**src/rtl/exc_gate_pkg.sv**
```systemverilog
// Shared widths and encodings for the trace/reset exception gate.
// Assumes a two-bit interrupt-control selector and a three-bit mask level.
package exc_gate_pkg;
    localparam int ICM_W     = 2;
    localparam int IMASK_W   = 3;

    typedef enum logic [ICM_W-1:0] {
        ICM_FLAT  = 2'b00,
        ICM_RSV1  = 2'b01,
        ICM_PRIO  = 2'b10,
        ICM_RSV3  = 2'b11
    } icm_e;

    typedef struct packed {
        logic               t;
        logic               i;
        logic [IMASK_W-1:0] imask;
    } flags_t;
endpackage

```
**src/rtl/exc_reset_lock.sv**
```systemverilog
// Post-reset interrupt lockout.
// Holds a lock flag from reset until the first retired instruction, so that
// no exception can be taken before software has set up its stack.
// Assumes insn_done is a single-cycle strobe.
module exc_reset_lock (
    input  logic clk,
    input  logic rst_n,
    input  logic insn_done,
    output logic locked
);
    // Lock flag: set by reset, cleared by the first completion.
    always_ff @(posedge clk) begin
        if (!rst_n)
            locked <= 1'b1;
        else if (insn_done)
            locked <= 1'b0;
    end

    assert_lock_release_R2: assert property (@(posedge clk) disable iff (!rst_n)
        (locked && insn_done) |=> !locked);
    assert_lock_stays_off_R2: assert property (@(posedge clk) disable iff (!rst_n)
        !locked |=> !locked);
endmodule

```
**src/rtl/exc_trace_req.sv**
```systemverilog
// Trace request generator.
// Raises a request at an instruction boundary when tracing is enabled in the
// selected interrupt-control scheme, skips return-from-exception completions,
// and holds the request until it is acknowledged.
// Assumes the core stalls retirement while the request is pending.
module exc_trace_req #(
    parameter int ICM_W     = exc_gate_pkg::ICM_W,
    parameter logic [ICM_W-1:0] TRACE_ICM = exc_gate_pkg::ICM_PRIO
) (
    input  logic             clk,
    input  logic             rst_n,
    input  logic             insn_done,
    input  logic             insn_rte,
    input  logic [ICM_W-1:0] icm,
    input  logic             t_bit,
    input  logic             ack,
    output logic             req
);
    logic raise;

    // Qualify a completion for tracing.
    always_comb raise = insn_done && !insn_rte && t_bit && (icm == TRACE_ICM);

    // Request register: acknowledge clears, a qualified completion sets.
    always_ff @(posedge clk) begin
        if (!rst_n)
            req <= 1'b0;
        else if (req && ack)
            req <= 1'b0;
        else if (raise)
            req <= 1'b1;
    end

    assert_scheme_gate_R4: assert property (@(posedge clk) disable iff (!rst_n)
        $rose(req) |-> $past(icm == TRACE_ICM && t_bit));
    assert_no_rte_trace_R5: assert property (@(posedge clk) disable iff (!rst_n)
        $rose(req) |-> $past(insn_done && !insn_rte));
    assert_hold_until_ack_R6: assert property (@(posedge clk) disable iff (!rst_n)
        (req && !ack) |=> req);
    assert_ack_clears_R6: assert property (@(posedge clk) disable iff (!rst_n)
        (req && ack) |=> !req);
    assert_no_done_while_pending_R13: assert property (@(posedge clk) disable iff (!rst_n)
        req |-> !insn_done);
endmodule

```
**src/rtl/exc_flag_regs.sv**
```systemverilog
// Trace, interrupt-disable and mask-level flag storage.
// Loads a new set of flags on request. On exception entry it clears the
// trace bit and sets the disable bit, which overrides a load in the same
// cycle for those two bits. The mask level is never touched by entry.
module exc_flag_regs #(
    parameter int IMASK_W = exc_gate_pkg::IMASK_W
) (
    input  logic               clk,
    input  logic               rst_n,
    input  logic               load,
    input  logic               load_t,
    input  logic               load_i,
    input  logic [IMASK_W-1:0] load_imask,
    input  logic               entry,
    output logic               t_bit,
    output logic               i_bit,
    output logic [IMASK_W-1:0] imask
);
    localparam logic [IMASK_W-1:0] IMASK_RST = '1;

    // Flag update: reset values, then load, then entry override.
    always_ff @(posedge clk) begin
        if (!rst_n) begin
            t_bit <= 1'b0;
            i_bit <= 1'b1;
            imask <= IMASK_RST;
        end else begin
            if (load) begin
                t_bit <= load_t;
                i_bit <= load_i;
                imask <= load_imask;
            end
            if (entry) begin
                t_bit <= 1'b0;
                i_bit <= 1'b1;
            end
        end
    end

    assert_entry_flags_R7: assert property (@(posedge clk) disable iff (!rst_n)
        entry |=> (!t_bit && i_bit));
    assert_entry_keeps_mask_R7: assert property (@(posedge clk) disable iff (!rst_n)
        (entry && !load) |=> $stable(imask));
endmodule

```
**src/rtl/exc_trace_gate.sv**
```systemverilog
// Trace exception and post-reset interrupt gate (top level).
// Combines the reset lockout, the trace request generator and the flag
// storage. Interrupts are passed on only after the first retired
// instruction and never while a trace request is pending.
module exc_trace_gate #(
    parameter int ICM_W   = exc_gate_pkg::ICM_W,
    parameter int IMASK_W = exc_gate_pkg::IMASK_W
) (
    input  logic               clk,
    input  logic               rst_n,
    input  logic               insn_done,
    input  logic               insn_rte,
    input  logic [ICM_W-1:0]   icm,
    input  logic               flag_load,
    input  logic               load_t,
    input  logic               load_i,
    input  logic [IMASK_W-1:0] load_imask,
    input  logic               irq_in,
    input  logic               nmi_in,
    input  logic               trace_ack,
    output logic               trace_req,
    output logic               irq_out,
    output logic               nmi_out,
    output logic               ccr_i,
    output logic               exr_t,
    output logic [IMASK_W-1:0] exr_imask
);
    logic locked;
    logic entry;
    logic irq_open;

    exc_reset_lock u_lock (
        .clk       (clk),
        .rst_n     (rst_n),
        .insn_done (insn_done),
        .locked    (locked)
    );

    exc_trace_req #(
        .ICM_W     (ICM_W),
        .TRACE_ICM (exc_gate_pkg::ICM_PRIO)
    ) u_trace (
        .clk       (clk),
        .rst_n     (rst_n),
        .insn_done (insn_done),
        .insn_rte  (insn_rte),
        .icm       (icm),
        .t_bit     (exr_t),
        .ack       (trace_ack),
        .req       (trace_req)
    );

    // Exception entry happens on an accepted trace request.
    always_comb entry = trace_req && trace_ack;

    exc_flag_regs #(
        .IMASK_W (IMASK_W)
    ) u_flags (
        .clk        (clk),
        .rst_n      (rst_n),
        .load       (flag_load),
        .load_t     (load_t),
        .load_i     (load_i),
        .load_imask (load_imask),
        .entry      (entry),
        .t_bit      (exr_t),
        .i_bit      (ccr_i),
        .imask      (exr_imask)
    );

    // Interrupt gating: open after lockout, closed while trace waits.
    always_comb begin
        irq_open = !locked && !trace_req;
        irq_out  = irq_in && irq_open;
        nmi_out  = nmi_in && irq_open;
    end

    assert_lockout_R2: assert property (@(posedge clk) disable iff (!rst_n)
        locked |-> (!irq_out && !nmi_out));
    assert_trace_first_R8: assert property (@(posedge clk) disable iff (!rst_n)
        trace_req |-> (!irq_out && !nmi_out));
    assert_raise_R3: assert property (@(posedge clk) disable iff (!rst_n)
        (insn_done && !insn_rte && exr_t && icm == exc_gate_pkg::ICM_PRIO) |=> trace_req);
endmodule

```
**config.mk**
```make
export PLATFORM = sky130hd
export DESIGN_NAME = exc_trace_gate
export DESIGN_NICKNAME = d
export VERILOG_FILES = /design/src/rtl/exc_gate_pkg.sv /design/src/rtl/exc_reset_lock.sv /design/src/rtl/exc_trace_req.sv /design/src/rtl/exc_flag_regs.sv /design/src/rtl/exc_trace_gate.sv
export SDC_FILE = /design/constraint.sdc
export NUM_CORES = 1
export LEC_CHECK = 0
export BUFFER_PORTS_ARGS = -buffer_cell sky130_fd_sc_hd__buf_2
export CAP_MARGIN = 20
export CELL_PAD_IN_SITES_DETAIL_PLACEMENT = 1
export CELL_PAD_IN_SITES_GLOBAL_PLACEMENT = 1
export CORE_AREA = 2 2 39 41
export CTS_CLUSTER_SIZE = 20
export DETAILED_ROUTE_END_ITERATION = 6
export DIE_AREA = 0 0 41 43
export HOLD_SLACK_MARGIN = 0.12
export PLACE_DENSITY = 0.64
export SKIP_LAST_GASP = 1
export SYNTH_ARGS = -nofsm -noshare
export SYNTH_HDL_FRONTEND = slang
export SYNTH_SLANG_ARGS = --single-unit
```
**constraint.sdc**
```tcl
create_clock -name clk -period 1.3 [get_ports clk]
set_clock_uncertainty 0.15 [all_clocks]
set_input_delay 0.065 -clock clk [delete_from_list [all_inputs] [get_ports clk]]
set_output_delay 0.065 -clock clk [all_outputs]
set_load 0.03 [all_outputs]
```
Yosys cells after proc, flatten, opt, wreduce, memory -nomap -nowiden

Cells that the tools add are included.

Output and inout bits: 8
Register bits after elaboration: 7
Logic and storage cells: 18

Bitwise operators: 1
Equal/unequal tests: 1
Reductions and logical operators: 11

Operators by type and width:

| operator             | count |
|---|---|
| $logic_and A1 B1 Y1  | 7 |
| $logic_not A1 Y1     | 3 |
| $eq A2 B2 Y1 const B | 1 |
| $reduce_or A2 Y1     | 1 |
| $not A1 Y1           | 1 |

Depth between registers and ports, before layout

Depth in word-level cells: 4
Gate-level depth with buffers: 3

Hierarchy

Synthesis repeated with hierarchy kept, for this count alone.

Cells, all modules: 27
Area, all modules: 302.8 um2

Modules (own cells, without submodules):

| module         | instances | sequential area each (um2) | cells an instance | area each (um2) |
|---|---|---|---|---|
| exc_flag_regs  | 1         | 100.1                      | 16                | 192.7 |
| exc_trace_req  | 1         | 20.0                       | 5                 | 55.1 |
| exc_reset_lock | 1         | 20.0                       | 3                 | 32.5 |
| exc_trace_gate | 1         | 0.0                        | 3                 | 22.5 |

Worst setup path after synthesis

Ideal clock, no wire load.

Path type: reg2out
Start: register u_trace.req
End: output port irq_out
Arrival: 1.219 ns
Cell stages (with the launch flop): 2
Setup slack: -0.134 ns
Required time: 1.085 ns
Cells stage by stage: dfxtp_1 -> nor3b_1

Longest elaborated chain between the ends: 3

Ends and longest elaborated chain:

| what                   | line                 | RTL |
|---|---|---|
| from (decl)            | exc_trace_req.sv:17  | `output logic req` |
| from (signal assigned) | exc_trace_req.sv:27  | `req <= 1'b0;` |
| from (signal assigned) | exc_trace_req.sv:29  | `req <= 1'b0;` |
| from (signal assigned) | exc_trace_req.sv:31  | `req <= 1'b1;` |
| $logic_not A1 Y1       | exc_trace_gate.sv:73 | `irq_open = !locked && !trace_req;` |
| $logic_and A1 B1 Y1    | exc_trace_gate.sv:73 |  |
| $logic_and A1 B1 Y1    | exc_trace_gate.sv:74 | `irq_out = irq_in && irq_open;` |
| to (decl)              | exc_trace_gate.sv:22 | `output logic irq_out,` |

Every way passes these cells.

==> metrics.md <==
| Metric | Value |
|---|---|
| P_leak | 0.274 nW |
| Status | completed |
| Setup WS pre-CTS | 0.200 ns |
| Port bufs | 22 |
| Worst setup path class | in2reg |
| Via-to-Cell Ratio | 4.26 |
| Worst Hold Class | reg2reg |
| IO Count | 23 |
| Number of synthesized flops with an enable pin | 0 |
| GR Util All Layers | 10.9% |
| DRT Pass-1 Iters | 2 |
| Tightest hold margin | approximately 0.32 ns |
| Synthesized area | between 200 and 300 sq um |
| Die area | 1760 sq um |
| TritonCTS clock tree | built |
| Mux share of post-synthesis cell area | 19.4% |
| Slew @ Worst Pin | 0.199 ns |
| HPWL after DPL | 595 microns |
| Clk sinks | 7 |
| Post-synthesis xor/xnor area fraction | 0% |
| Final setup margin | 0.0401 ns |
| Worst setup EP type | register |
| RSZ-0062 raised after global routing | no |
| Post-Synth Simple-Gate Area | 22.0% |
| Post-synthesis sequential area ratio | 49.3% |
| Placed cell area | 403 sq um |
| Initial antenna violation count | 0 |
| Routed WL per cell | roughly 11 microns |
| Root buffer cell | clkbuf_4 |
| CP required | 1.29 ns |
| Worst-path fanout max | 5 |
| Synth area leader | dfxtp_1 |
| Adder-Cell Fraction of Synth Area | 0% |
| Slew Limit Fails | 0 |
| Max Fclk | 0.794 GHz |
| Top post-synthesis cells by area | dfxtp_1 49%, mux2i_1 14%, nand2_1 6.6%, mux2_4 5.3%, nor3b_1 5.3% |
| Design area | between 500 and 600 sq um |
| Max IR drop VDD | 0.419 mV |
| Clock Pin Slew Worst Setup and Hold Paths | 0.05 ns |
| Count leader, synth | dfxtp_1 |
| Nets | 80 |
| CTS Buf Count | 3 |
| Fin. Hold Viols | 0 |
| Syn Nets | 42 |
| Yosys warnings | 0 |
| DRC viols | 0 |
| Rows | 14 |
| Mean post-synth cell area | 10.5 sq um |
| Max_cap viols | 0 |
| Ant. Diodes | 0 |
| Arrival @ worst endpoint | 1.25 ns |
| Synth Area in Compound Gates | 3.96% |
| Setup Viol. Count Final | 0 |
| Clock Latency Late Sink | between 0.2 and 0.3 ns |
| Layout cells sized above 1 | 42.2% |
| Clk buf depth | 2 |
| Crit share post-route | 96.9% |
| Slew headroom | between 80 and 90% |
| Synth Flop Type | dfxtp_1 |
| Vert. Die Dim | 43 microns |
| Drt initial violations | 1 |
| Vias in the first global route | 341 |
| ANT nets after route | 0 |
| Core area | 1380 sq um |
| CP Launch Type | input pin |
| Placer Congestion | 0.612 |
| Tmin final | about 1.3 ns |
| First-pass GRT wire length | ~1200 microns |
| Via count | 341 |
| Grt total ovfl | 0 |
| Netlist cell types | 13 |
| Area delta synth->final | 96.9% |
| Combinational family with the most area after synthesis | simple AND/OR/NAND/NOR gates |
| Post-synth top area share | 49.3% |
| Synth cell count leaders | 7 x dfxtp_1, 5 x nand2_1, 4 x mux2i_1, 2 x nor3b_1 |
| Power per cell area | 982 nW/um^2 |
| Largest net degree at the start of global routing | 9 |
| #FFs+latches synth | 7 |
| Die W | 41 microns |
| Starting Density | between 20 and 25% |
| Max H-tree Level | 1 |
| Asr flop ratio synth | 0% |
| Mapped Cells | 27 |
| Post-Route WL | 871 microns |
[area by class of cell]
type / count / area [sq um]
tap: 16 / 20.0
clock buffer: 4 / 26.3
timing repair buffer: 34 / 235
sequential: 7 / 140
multi-input combinational: 18 / 134
inverter: 1 / 3.75
fill: 161 / 825
[sequential cells by signal, indices dropped and copies added (netlist names)]
| register | flops |
|---|---|
| u_lock.locked | 1 |
| u_trace.req | 1 |
| u_flags.i_bit | 1 |
| u_flags.t_bit | 1 |
| u_flags.imask | 3 |
[report_power, final]
part	internal (mW)	switching (mW)	leakage, nW	total, mW
combinational	0.0651	0.0545	0.201	0.120
sequential	0.227	0.00694	0.0579	0.234
clock	0.117	0.0789	0.0150	0.196
[timing repair]
item,in CTS,in global routing
hold buffers,12,0
gates resized for setup,0,3
endpoints found under the hold margin,7,0
setup buffers,0,0
endpoints found under the setup margin,0,2
[worst paths after layout]
check	slack, ns	startpoint	end	cells past startpoint
setup / recovery	0.04	flag_load	u_flags.t_bit$_SDFFE_PP0P_	4
hold / removal	0.32	u_flags.imask[1]$_SDFFE_PN1P_	u_flags.imask[1]$_SDFFE_PN1P_	2
setup reg to reg	0.20	u_trace.req$_SDFFE_PP0P_	u_trace.req$_SDFFE_PP0P_	2
hold reg to reg	0.32	u_flags.imask[1]$_SDFFE_PN1P_	u_flags.imask[1]$_SDFFE_PN1P_	2
[critical path, cell delays in order]
cell           delay (ns)
dlygate4sd3_1        0.53
clkbuf_4             0.18
mux2_4               0.30
and3_1               0.17
[cell families after synthesis]
kind of cell,after synthesis
flip-flops,7
AND/OR/NAND/NOR,11
multiplexers,5
AO/OA/AOI/OAI,2
buffers and inverters,2
[per-layer routing]
layer  part of all wire [%]  track usage [%]  routed length, microns  vias to the layer above
met4                      0             8.00                       0                        0
li1                       -                -                       -                      167
met2                     48             17.5                     418                       23
met3                     11             3.14                      92                        0
met1                     41             11.0                     360                      151
met5                      0                0                       0                        -
[through the flow]
step                      utilization (%)  std cells  TNS [ns]  power (mW)
final                                40.4         80         0       0.549
after global routing                 40.4         80         0       0.582
after CTS                            39.7         80         0       0.554
after detailed placement             29.1         64         0       0.327
after global placement               29.1         64         0       0.326
after floorplan                         -         27    -0.269       0.291
[cells in the final DEF, fill, tap and decap left out]
cell type	n
mux2_4	1
inv_1	1
o21ai_0	1
dlygate4sd3_1	12
buf_2	20
nand2_1	5
or3b_1	1
buf_4	1
clkbuf_4	4
and3_1	1
nand3_1	1
nor3b_2	1
dfxtp_1	7
nor3b_1	1
mux2i_1	4
nand4b_1	1
o22ai_1	1
clkbuf_1	1
Note: power is estimated with default switching activity, not from simulation.
